===== src/rtl/mrl_pkg.sv =====
package mrl_pkg;
  typedef enum logic [1:0] {
    ST_IDLE = 2'd0,
    ST_REQ  = 2'd1,
    ST_WAIT = 2'd2,
    ST_FIN  = 2'd3
  } seq_state_e;
endpackage


===== src/rtl/mrl_form_check.sv =====
module mrl_form_check #(
  parameter int REG_CNT = 32,
  parameter int IDX_W   = 5
) (
  input  logic             quad_i,
  input  logic             le_i,
  input  logic [IDX_W-1:0] tgt_i,
  input  logic [IDX_W-1:0] base_i,
  output logic             invalid_o,
  output logic             align_o,
  output logic [IDX_W:0]   count_o
);
  localparam logic [IDX_W:0] REG_CNT_W = REG_CNT[IDX_W:0];

  logic bad_multi, bad_quad;

  assign bad_multi = (base_i == '0) || (base_i >= tgt_i);
  assign bad_quad  = tgt_i[0] || (tgt_i == base_i);
  assign align_o   = !quad_i && le_i;
  assign invalid_o = !align_o && (quad_i ? bad_quad : bad_multi);
  assign count_o   = quad_i ? (IDX_W+1)'(2) : (REG_CNT_W - {1'b0, tgt_i});
endmodule


===== src/rtl/mrl_beat_fmt.sv =====
module mrl_beat_fmt #(
  parameter int XLEN = 64
) (
  input  logic [XLEN-1:0] data_i,
  input  logic            quad_i,
  input  logic            le_i,
  output logic [XLEN-1:0] data_o
);
  localparam int NB   = XLEN / 8;
  localparam int HALF = XLEN / 2;

  logic [XLEN-1:0] rev;

  for (genvar b = 0; b < NB; b++) begin : g_rev
    assign rev[b*8 +: 8] = data_i[(NB-1-b)*8 +: 8];
  end

  always_comb begin
    if (!quad_i)   data_o = {{HALF{1'b0}}, data_i[HALF-1:0]};
    else if (le_i) data_o = rev;
    else           data_o = data_i;
  end
endmodule


===== src/rtl/mrl_load_seq.sv =====
module mrl_load_seq #(
  parameter int AW      = 32,
  parameter int XLEN    = 64,
  parameter int REG_CNT = 32,
  localparam int IDX_W  = $clog2(REG_CNT)
) (
  input  logic             clk_i,
  input  logic             rst_ni,
  input  logic             start_i,
  input  logic             op_i,
  input  logic             little_endian_i,
  input  logic [IDX_W-1:0] tgt_idx_i,
  input  logic [IDX_W-1:0] base_idx_i,
  input  logic [AW-1:0]    addr_i,
  output logic             busy_o,
  output logic             done_o,
  output logic             invalid_o,
  output logic             align_err_o,
  output logic             mem_req_valid_o,
  input  logic             mem_req_ready_i,
  output logic [AW-1:0]    mem_req_addr_o,
  output logic             mem_req_dword_o,
  input  logic             mem_rsp_valid_i,
  input  logic [XLEN-1:0]  mem_rsp_data_i,
  output logic             wr_en_o,
  output logic [IDX_W-1:0] wr_idx_o,
  output logic [XLEN-1:0]  wr_data_o
);
  import mrl_pkg::*;

  localparam logic [AW-1:0] STEP_W = AW'(4);
  localparam logic [AW-1:0] STEP_D = AW'(8);

  seq_state_e       state_q;
  logic [AW-1:0]    addr_q;
  logic [IDX_W-1:0] idx_q;
  logic [IDX_W:0]   left_q;
  logic             quad_q, le_q;
  logic             inv_q, aln_q;
  logic             wr_en_q;
  logic [IDX_W-1:0] wr_idx_q;
  logic [XLEN-1:0]  wr_data_q;

  logic             chk_invalid, chk_align;
  logic [IDX_W:0]   chk_count;
  logic [XLEN-1:0]  fmt_data;
  logic             accept;
  logic             reverse_order;

  mrl_form_check #(.REG_CNT(REG_CNT), .IDX_W(IDX_W)) u_check (
    .quad_i   (op_i),
    .le_i     (little_endian_i),
    .tgt_i    (tgt_idx_i),
    .base_i   (base_idx_i),
    .invalid_o(chk_invalid),
    .align_o  (chk_align),
    .count_o  (chk_count)
  );

  mrl_beat_fmt #(.XLEN(XLEN)) u_fmt (
    .data_i(mem_rsp_data_i),
    .quad_i(quad_q),
    .le_i  (le_q),
    .data_o(fmt_data)
  );

  assign accept        = start_i && (state_q == ST_IDLE);
  // little-endian quad: first beat (lower address) targets the odd register
  assign reverse_order = quad_q && le_q;

  always_ff @(posedge clk_i or negedge rst_ni) begin
    if (!rst_ni) begin
      state_q   <= ST_IDLE;
      addr_q    <= '0;
      idx_q     <= '0;
      left_q    <= '0;
      quad_q    <= 1'b0;
      le_q      <= 1'b0;
      inv_q     <= 1'b0;
      aln_q     <= 1'b0;
      wr_en_q   <= 1'b0;
      wr_idx_q  <= '0;
      wr_data_q <= '0;
    end else begin
      wr_en_q <= 1'b0;
      unique case (state_q)
        ST_IDLE: begin
          if (accept) begin
            addr_q <= addr_i;
            quad_q <= op_i;
            le_q   <= little_endian_i;
            left_q <= chk_count;
            idx_q  <= (op_i && little_endian_i) ? tgt_idx_i + IDX_W'(1) : tgt_idx_i;
            if (chk_invalid || chk_align) begin
              inv_q   <= chk_invalid;
              aln_q   <= chk_align;
              state_q <= ST_FIN;
            end else begin
              state_q <= ST_REQ;
            end
          end
        end
        ST_REQ: begin
          if (mem_req_ready_i) state_q <= ST_WAIT;
        end
        ST_WAIT: begin
          if (mem_rsp_valid_i) begin
            wr_en_q   <= 1'b1;
            wr_idx_q  <= idx_q;
            wr_data_q <= fmt_data;
            idx_q     <= reverse_order ? idx_q - IDX_W'(1) : idx_q + IDX_W'(1);
            addr_q    <= addr_q + (quad_q ? STEP_D : STEP_W);
            left_q    <= left_q - (IDX_W+1)'(1);
            state_q   <= (left_q == (IDX_W+1)'(1)) ? ST_FIN : ST_REQ;
          end
        end
        ST_FIN: begin
          inv_q   <= 1'b0;
          aln_q   <= 1'b0;
          state_q <= ST_IDLE;
        end
        default: state_q <= ST_IDLE;
      endcase
    end
  end

  assign busy_o          = (state_q != ST_IDLE);
  assign done_o          = (state_q == ST_FIN);
  assign invalid_o       = inv_q;
  assign align_err_o     = aln_q;
  assign mem_req_valid_o = (state_q == ST_REQ);
  assign mem_req_addr_o  = addr_q;
  assign mem_req_dword_o = quad_q;
  assign wr_en_o         = wr_en_q;
  assign wr_idx_o        = wr_idx_q;
  assign wr_data_o       = wr_data_q;
endmodule


===== config.mk =====
export PLATFORM = sky130hd
export DESIGN_NAME = mrl_load_seq
export DESIGN_NICKNAME = d
export VERILOG_FILES = /design/src/rtl/mrl_pkg.sv /design/src/rtl/mrl_form_check.sv /design/src/rtl/mrl_beat_fmt.sv /design/src/rtl/mrl_load_seq.sv
export SDC_FILE = /design/constraint.sdc
export NUM_CORES = 1
export LEC_CHECK = 0
export ABC_CLOCK_PERIOD_IN_PS = 2600
export BUFFER_PORTS_ARGS = -buffer_cell sky130_fd_sc_hd__buf_4
export CAP_MARGIN = 20
export CELL_PAD_IN_SITES_DETAIL_PLACEMENT = 0
export CELL_PAD_IN_SITES_GLOBAL_PLACEMENT = 1
export CORE_MARGIN = 3
export CORE_UTILIZATION = 30
export DETAILED_ROUTE_END_ITERATION = 10
export GPL_ROUTABILITY_DRIVEN = 0
export PLACE_DENSITY = 0.74
export SYNTH_ARGS = -nofsm -noshare
export SYNTH_HDL_FRONTEND = slang
export SYNTH_SLANG_ARGS = --single-unit
export TNS_END_PERCENT = 20

===== constraint.sdc =====
create_clock -name clk_i -period 2.6 [get_ports clk_i]
set_clock_uncertainty 0.1 [all_clocks]
set_input_delay 0.26 -clock clk_i [delete_from_list [all_inputs] [get_ports clk_i]]
set_output_delay 0.26 -clock clk_i [all_outputs]
set_load 0.01 [all_outputs]

==> impl_metrics.tcl, run 1 <==
set metrics [dict create \
    crit_path_start_kind "register" \
    ctsResizeCount 0 \
    powerDensity_nw_per_um2 1200 \
    antenna_found_initial 0 \
    syn_area_um2 6610 \
    clockBufferDepth 2 \
    path_cells "clkinv_1 > ha_1 > fa_1 > nand3_2 > nor4_4 > nand3_2 > or3_1 > a22oi_1" \
    drt_wl_total_um 21200 \
    yosys_warnings 0 \
    synth_mux_area_frac 0.107 \
    yosysTopAreaCell "dfrtp_1" \
    grt_pass1_vias 5854 \
    post-route-min-period_ns 2.32 \
    hpwl_um 15300 \
    placed_cells 1166 \
    crit_arrival_ns 2.55 \
    crit_type "reg -> reg" \
    path_max_fanout 5 \
    synth-simple-area-share 0.151 \
    yosysSeqAreaShare 0.450 \
    power.total_w 0.0110 \
    die_area_um2 23900 \
    setup_viol 0 \
    synth_commonest_cells "119 x dfrtp_1, 113 x nand2_1, 65 x mux2i_1" \
    chipWidth_um 154 \
    synth_top_area_frac 0.450 \
    status "finished clean" \
    yosysMostFrequentCell "dfrtp_1" \
    cts_tree "done" \
    area.growth.synth_to_final_pct 39.0 \
    leakage_nw 4.50 \
    slowest_stage "nor4_4" \
    drv_slew 0 \
    layout.cells.non_filler 1203 \
    io_pins 221 \
    relSlewSlack 0.553 \
    fin_crit_sh 0.893 \
    std_cell_rows 53 \
    ir_worst_vdd_mv 0.504 \
    place_ws_ns 0.273 \
    cp-end-kind "register" \
    maxCapViolCount 0 \
    drive_above_1_share 0.319 \
    worstSkewPairLatency_ns 0.41 \
    rsz0062_at_grt "false" \
    syn_inst 705 \
    critPathRequiredTime_ns 2.83 \
    synth_edf_count 0 \
    initial_core_util 0.310 \
    hold_violations 0 \
    ys_types 60 \
    final_nets 1044 \
    yosys-top-cells-area "dfrtp_1 45%, mux2i_1 9.8%, nand2_1 6.4%" \
    vias 6075 \
    core_area_um2 21400 \
    utilization 0.430 \
    fmax_ghz 0.431 \
    min_path_type "in -> reg" \
    grt_start_max_net_pins 89 \
    wl_per_cell_um 17.6 \
    synthFlopType "dfrtp_1" \
    dr.pass1.iters 5 \
    htree_levels 4 \
    synth_nets 834 \
    insertedDiodeCount 0 \
    n_fill_cell 2123 \
    grt_usage 0.174 \
    ys_async_sr_fraction 1.00 \
    clockRootBuffer "clkbuf_16" \
    grt_first_pass_wirelength_um 33100 \
    grt_overflow 0 \
    critPathMaxStageDelay_ns 0.45 \
    synth-compound-area-share 0.193 \
    clock-sinks 119 \
    die_y_um 154 \
    syn_avg_cell_area_um2 9.38 \
    initialDrtViolationCount 361 \
    worst_slew_pin_slew_ns 0.670 \
    ant_nets 0 \
    synth_seq_cells 119 \
    finalWorstSetupSlack_ns 0.279 \
    io_buffers 220 \
    synth-xor-area-share 0.0119 \
    numCtsBuffers 17 \
    synth_top_family_by_area "compound AO/OA/AOI/OAI gates" \
    path_clk_slew_ns 0.06 \
    cp_common_cell "nand3_2" \
    via_per_inst 5.05 \
    synth_adder_area_share 0.0325 \
    drc_errors 0 \
]
## metrics by stage
stage / hold WS (ns) / cell area [um^2] / setup TNS (ns)
floorplan: -0.136 / 6610 / -0.0287
global placement: 0.217 / 8570 / 0
detailed placement: 0.215 / 8570 / 0
CTS: 0.0123 / 9190 / 0
global route: 0.0229 / 9190 / 0
finish: 0.0323 / 9190 / 0
## area by class of cell
class                   instances  area [um^2]  area share
multi-input cells             506         3300       0.359
flip-flops and latches        119         2980       0.324
repair buffers                245         1900       0.207
clock buffers                  17          425      0.0463
well taps                     275          344      0.0374
clock inverters                15          144      0.0157
inverters                      26         97.6      0.0106
## logic make-up after synthesis
kind of cell,count (synthesis)
AOI/OAI and AO/OA,204
DFF,119
and+or+nand+nor,207
adders and majority gates,16
xor gates and xnor gates,9
buffers and inverters,80
muxes,70
## sequential cells by signal (all words and copies together) (netlist names)
signal / count
wr_data_o: 64
mem_req_addr_o: 32
left_q: 6
idx_q: 5
wr_idx_o: 5
state_q: 2
align_err_o: 1
invalid_o: 1
le_q: 1
mem_req_dword_o: 1
wr_en_o: 1
## power breakdown
part | internal [W] | switching (W) | leakage (nW)
Combinational | 0.00244 | 0.00292 | 2.75
Clock | 0.00134 | 0.000949 | 0.278
Sequential | 0.00268 | 0.000724 | 1.47
## layout by cell type, fill, tap and decap left out, types with 3 or more instances in the layout
cell type,instances
a211oi_1,3
a21o_1,3
a21oi_1,44
a2bb2oi_1,11
a31oi_1,11
and2_1,4
and3_1,6
and4_1,3
buf_12,4
buf_4,236
clkbuf_16,17
clkinv_2,3
clkinv_4,3
dfrtp_1,118
dlygate4sd3_1,5
ha_1,14
inv_1,25
inv_6,4
mux2_2,5
mux2i_1,65
nand2_1,111
nand3_1,17
nand4_1,12
nor2_1,19
nor3_1,7
nor4_1,4
o21ai_0,58
o22a_1,3
o22ai_1,18
o31ai_1,35
o41ai_1,3
or2_2,3
xnor2_1,8
## critical path: cells and delay by family, from the launching register on
kind	cells	cell delay, ns
buffers and inverters	1	0.06
flip-flops	1	0.38
adder cells (fa/ha/maj)	2	0.43
AND/OR/NAND/NOR	4	1.08
AO/OA/AOI/OAI	1	0.18
## per-layer routing
layer / global-route usage / routed length, um / part of all wire / vias up
li1: - / - / - / 2970
met1: 0.236 / 9540 / 0.45 / 2880
met2: 0.281 / 9950 / 0.47 / 205
met3: 0.0358 / 1310 / 0.062 / 20
met4: 0.0551 / 373 / 0.018 / 0
met5: 0 / 0 / 0 / -
## path summary, 6_finish.rpt
path / startpoint / end / slack (ns) / depth (start not counted)
worst max-delay path: mem_req_dword_o / mem_req_addr_o[20] / 0.28 / 8
worst min-delay path: addr_i[3] / mem_req_addr_o[3] / 0.03 / 3
worst max register to register: mem_req_dword_o / mem_req_addr_o[20] / 0.28 / 8
worst min register to register: wr_data_o[52] / wr_data_o[52] / 0.38 / 2
max in group asynchronous: rst_ni / wr_data_o[2] / 1.43 / 3
min in group asynchronous: rst_ni / wr_data_o[9] / 0.30 / 2
## timing repair
action | in CTS | in global routing
hold buffers | 5 | 0
buffers inserted | 0 | 0
hold endpoints to repair | 42 | 0
(Power assumes the default switching activity.)
==> inputs of run 2 (changes only) <==
Settings changed: RECOVER_POWER set to 25.
==> impl_metrics.tcl, run 2 (synthesis gave the netlist of run 1 again) <==
set metrics [dict create \
    dr.pass1.iters 5 \
    crit_type "reg -> reg" \
    grt_pass1_vias 5854 \
    clock-sinks 119 \
    std_cell_rows 53 \
    largest_reg_flops 64 \
    powerDensity_nw_per_um2 1210 \
    grt_overflow 0 \
    wl_per_cell_um 17.6 \
    hpwl_um 15300 \
    worst_slew_pin_slew_ns 1.15 \
    fin_crit_sh 0.894 \
    final_nets 1044 \
    vias 6079 \
    io_pins 221 \
    initial_core_util 0.310 \
    p_seq_frac 0.308 \
    drt_wl_total_um 21100 \
    crit_arrival_ns 2.55 \
    p_comb_frac 0.485 \
    ant_nets 0 \
    ctsResizeCount 0 \
    grt_first_pass_wirelength_um 33100 \
    grt_usage 0.174 \
    post-route-min-period_ns 2.32 \
    status "finished clean" \
    htree_levels 4 \
    finalWorstSetupSlack_ns 0.276 \
    path_max_fanout 5 \
    leakage_nw 4.49 \
    swShare 0.415 \
    io_buffers 220 \
    die_area_um2 23900 \
    drv_slew 0 \
    crit_path_start_kind "register" \
    initialDrtViolationCount 391 \
    maxCapViolCount 0 \
    place_ws_ns 0.273 \
    min_path_type "in -> reg" \
    antenna_found_initial 0 \
    cts_tree "done" \
    clock_power_share 0.207 \
    fmax_ghz 0.430 \
    via_per_inst 5.05 \
    path_clk_slew_ns 0.06 \
    hold_violations 0 \
    fin_setup_tns_ns 0 \
    power.total_w 0.0110 \
    layout_common_cells "234 x buf_4, 118 x dfrtp_1, 111 x nand2_1" \
    area.growth.synth_to_final_pct 38.4 \
    critPathRequiredTime_ns 2.83 \
    cp-end-kind "register" \
    grt_start_max_net_pins 89 \
    final_common_cell "buf_4" \
    power_switching_w 0.00458 \
    relSlewSlack 0.232 \
    n_fill_cell 2127 \
    worstSkewPairLatency_ns 0.41 \
    p_int_w 0.00645 \
    timing.hold.ws_ns 0.0322 \
    core_area_um2 21400 \
    chipWidth_um 154 \
    drc_errors 0 \
    ir_worst_vdd_mv 0.504 \
    drive_above_1_share 0.318 \
    clockRootBuffer "clkbuf_16" \
    numCtsBuffers 17 \
    insertedDiodeCount 0 \
    clockBufferDepth 2 \
    setup_viol 0 \
    rsz0062_at_grt "false" \
    die_y_um 154 \
]
run 2: cell types whose count changed in the layout (fill, tap and decap cells not counted):
cell      before  now
buf_4        236  234
buf_12         4    2
clkbuf_2       0    2
clkbuf_1       0    1
clkbuf_4       0    1
run 2: final timing paths:
path / start / end / slack [ns] / cells after the start
min reg2reg: wr_data_o[34] / wr_data_o[34] / 0.38 / 2
max reg2reg: mem_req_dword_o / mem_req_addr_o[20] / 0.28 / 8
max: mem_req_dword_o / mem_req_addr_o[20] / 0.28 / 8
min in group asynchronous: rst_ni / wr_data_o[9] / 0.50 / 2
min: addr_i[3] / mem_req_addr_o[3] / 0.03 / 3
max in group asynchronous: rst_ni / wr_data_o[52] / 0.52 / 3
run 2: per-stage QoR:
step,util,instances,area [um^2]
finish,0.429,1203,9160
global route,0.429,1203,9160
CTS,0.430,1203,9190
detailed placement,0.401,1166,8570
global placement,0.401,1166,8570
floorplan,-,705,6610
run 2: power groups by stage:
| stage | clock network [W] | registers [W] | logic, W |
|---|---|---|---|
| detailed placement | 0 | 0.00343 | 0.00541 |
| CTS | 0.00235 | 0.00340 | 0.00542 |
| global route | 0.00242 | 0.00353 | 0.00590 |
| floorplan | 0 | 0.00358 | 0.00293 |
| global placement | 0 | 0.00342 | 0.00536 |
| finish | 0.00229 | 0.00340 | 0.00535 |
run 2: worst max-delay path, stage by stage, from the launching register on:
cell and delay, ns:
dfrtp_1 0.38, clkinv_1 0.06, ha_1 0.17, fa_1 0.26, nand3_2 0.15, nor4_4 0.45
nand3_2 0.16, or3_1 0.32, a22oi_1 0.18
run 2: cell type report:
| cell class | count | area [um^2] | area share |
|---|---|---|---|
| clock buffers | 17 | 425 | 0.0465 |
| inverters | 26 | 97.6 | 0.0107 |
| multi-input cells | 506 | 3300 | 0.360 |
| well taps | 275 | 344 | 0.0376 |
| flip-flops and latches | 119 | 2980 | 0.325 |
| clock inverters | 15 | 144 | 0.0157 |
| repair buffers | 245 | 1870 | 0.204 |
run 2: what timing repair did:
item | in CTS | in global routing
hold buffers | 5 | 0
setup buffers | 0 | 0
hold endpoints to repair | 42 | 0
run 2: layer usage:
layer / GRT usage / up-vias / wire, um
met5: 0 / - / 0
met2: 0.281 / 199 / 9930
met1: 0.236 / 2886 / 9550
li1: - / 2972 / -
met4: 0.0551 / 0 / 396
met3: 0.0358 / 22 / 1270
==> inputs of run 3 (changes only) <==
Settings changed: ABC_CLOCK_PERIOD_IN_PS 2600 to 1900.
Clock period 2.6 ns to 1.9 ns, I/O delays scaled along.
==> impl_metrics.tcl, run 3 (synthesis gave the netlist of run 1 again) <==
set metrics [dict create \
    powerDensity_nw_per_um2 1550 \
    fin_crit_sh 1.08 \
    die_y_um 154 \
    multiInputGateArea_um2 3480 \
    wl_per_cell_um 16.6 \
    crit_arrival_ns 2.23 \
    grt_util_met1 0.236 \
    die_area_um2 23900 \
    grt_first_pass_wirelength_um 35500 \
    power.total_w 0.0163 \
    initial_core_util 0.310 \
    min_path_type "in -> reg" \
    leakage_nw 5.08 \
    worstSkewPairLatency_ns 0.41 \
    dr.pass1.iters 5 \
    drive_above_1_share 0.355 \
    layout_common_cells "275 x buf_4, 117 x dfrtp_1, 111 x nand2_1" \
    antenna_found_initial 0 \
    layout.cells.non_filler 1328 \
    io_buffers 220 \
    grt_overflow 0 \
    violations "negative setup slack" \
    cts_tree "done" \
    setup_viol 12 \
    maxCapViolCount 0 \
    fmax_ghz 0.488 \
    chipWidth_um 154 \
    grt_usage 0.183 \
    path_clk_slew_ns 0.06 \
    std_cell_rows 53 \
    core_area_um2 21400 \
    htree_levels 4 \
    numCtsBuffers 17 \
    final_common_cell "buf_4" \
    grt_start_max_net_pins 63 \
    fin_setup_tns_ns -0.460 \
    path_max_fanout 5 \
    slowest_stage "dfrtp_2" \
    r2r-start "mem_req_dword_o" \
    critPathRequiredTime_ns 2.08 \
    area.growth.synth_to_final_pct 59.4 \
    finalWorstSetupSlack_ns -0.147 \
    vias 6538 \
    timing.hold.ws_ns 0.0149 \
    hold_violations 0 \
    crit_start "mem_req_dword_o" \
    met2_usage 0.310 \
    drc_errors 0 \
    grt_pass1_vias 6654 \
    n_fill_cell 2045 \
    via_per_inst 4.92 \
    place_ws_ns -0.215 \
    largest_reg_flops 64 \
    ant_nets 0 \
    clockRootBuffer "clkbuf_16" \
    final_nets 1169 \
    worst_slew_pin_slew_ns 0.712 \
    hpwl_um 15500 \
    relSlewSlack 0.526 \
    clockBufferDepth 2 \
    crit_type "reg -> reg" \
    placed_cells 1211 \
    crit_path_start_kind "register" \
    io_pins 221 \
    clock-sinks 119 \
    critPathMaxStageDelay_ns 0.44 \
    drv_slew 0 \
    top_usage_layer "met2" \
    drt_wl_total_um 22000 \
    ff_latch_area_um2 2980 \
    ir_worst_vdd_mv 0.782 \
    status "complete, but fails checks" \
    path_cells "clkinv_4 > ha_4 > fa_2 > nand3_4 > buf_6 > or2_4 > o31ai_2 > a21boi_2 > o21ai_1" \
    insertedDiodeCount 0 \
    min_from "mem_rsp_data_i[53]" \
    grt_use_met3 0.0422 \
    post-route-min-period_ns 2.05 \
    initialDrtViolationCount 260 \
    rsz0062_at_grt "true" \
    cp-end-kind "register" \
]
[run 3: changes by cell type in the layout (fill, tap and decap cells not counted), moves of 4 or more]
cell,previous run,this run
dlygate4sd3_1,5,83
buf_4,234,275
a21oi_1,44,36
a21oi_2,0,8
buf_6,0,4
o21ai_0,58,54
o21ai_1,0,4
[run 3: routing by layer]
| layer | routed length (um) | part of all wire |
|---|---|---|
| met5 | 0 | 0 |
| met4 | 235 | 0.011 |
| met3 | 1300 | 0.059 |
| met2 | 10600 | 0.48 |
| met1 | 9850 | 0.45 |
[run 3: area by class of cell]
cell class | count | area share
tap | 275 | 0.0327
clock buffer | 19 | 0.0430
multi-input combinational | 506 | 0.331
sequential | 119 | 0.283
timing repair buffer | 370 | 0.290
clock inverter | 13 | 0.0115
inverter | 26 | 0.00974
[run 3: worst paths after layout]
kind	to	slack, ns	cells after the start
worst max register to register	mem_req_addr_o[30]	-0.15	9
max in group asynchronous	wr_data_o[20]	0.41	3
worst min-delay path	wr_data_o[13]	0.01	3
min in group asynchronous	left_q[4]	0.26	2
worst min register to register	wr_data_o[61]	0.37	2
worst max-delay path	mem_req_addr_o[30]	-0.15	9
[run 3: critical path, delay by kind of cell (launching register included)]
kind	cells	cell delay (ns)
adder cells (fa/ha/maj)	2	0.35
AND/OR/NAND/NOR	2	0.35
buffers and inverters	2	0.20
flip-flops	1	0.44
AO/OA/AOI/OAI	3	0.48
[run 3: per-stage QoR]
step	cell area [um^2]	util
2_1_floorplan	6660	-
3_3_place_gp	8960	0.420
3_5_place_dp	8960	0.420
4_1_cts	10500	0.490
5_1_grt	10500	0.493
6_report	10500	0.493
[run 3: report_power, final]
part,switching [W],internal [W],total [W]
Clock,0.00125,0.00188,0.00313
Combinational,0.00450,0.00415,0.00865
Sequential,0.000832,0.00367,0.00450
Total,0.00658,0.00971,0.0163
[run 3: what timing repair did]
item | 4_1_cts | 5_1_grt
gates cloned | 0 | 0
pin swaps | 15 | 5
resized for setup | 20 | 19
setup buffers | 2 | 0
setup endpoints to repair | 26 | 37
hold buffers | 83 | 0
hold endpoints to repair | 87 | 0
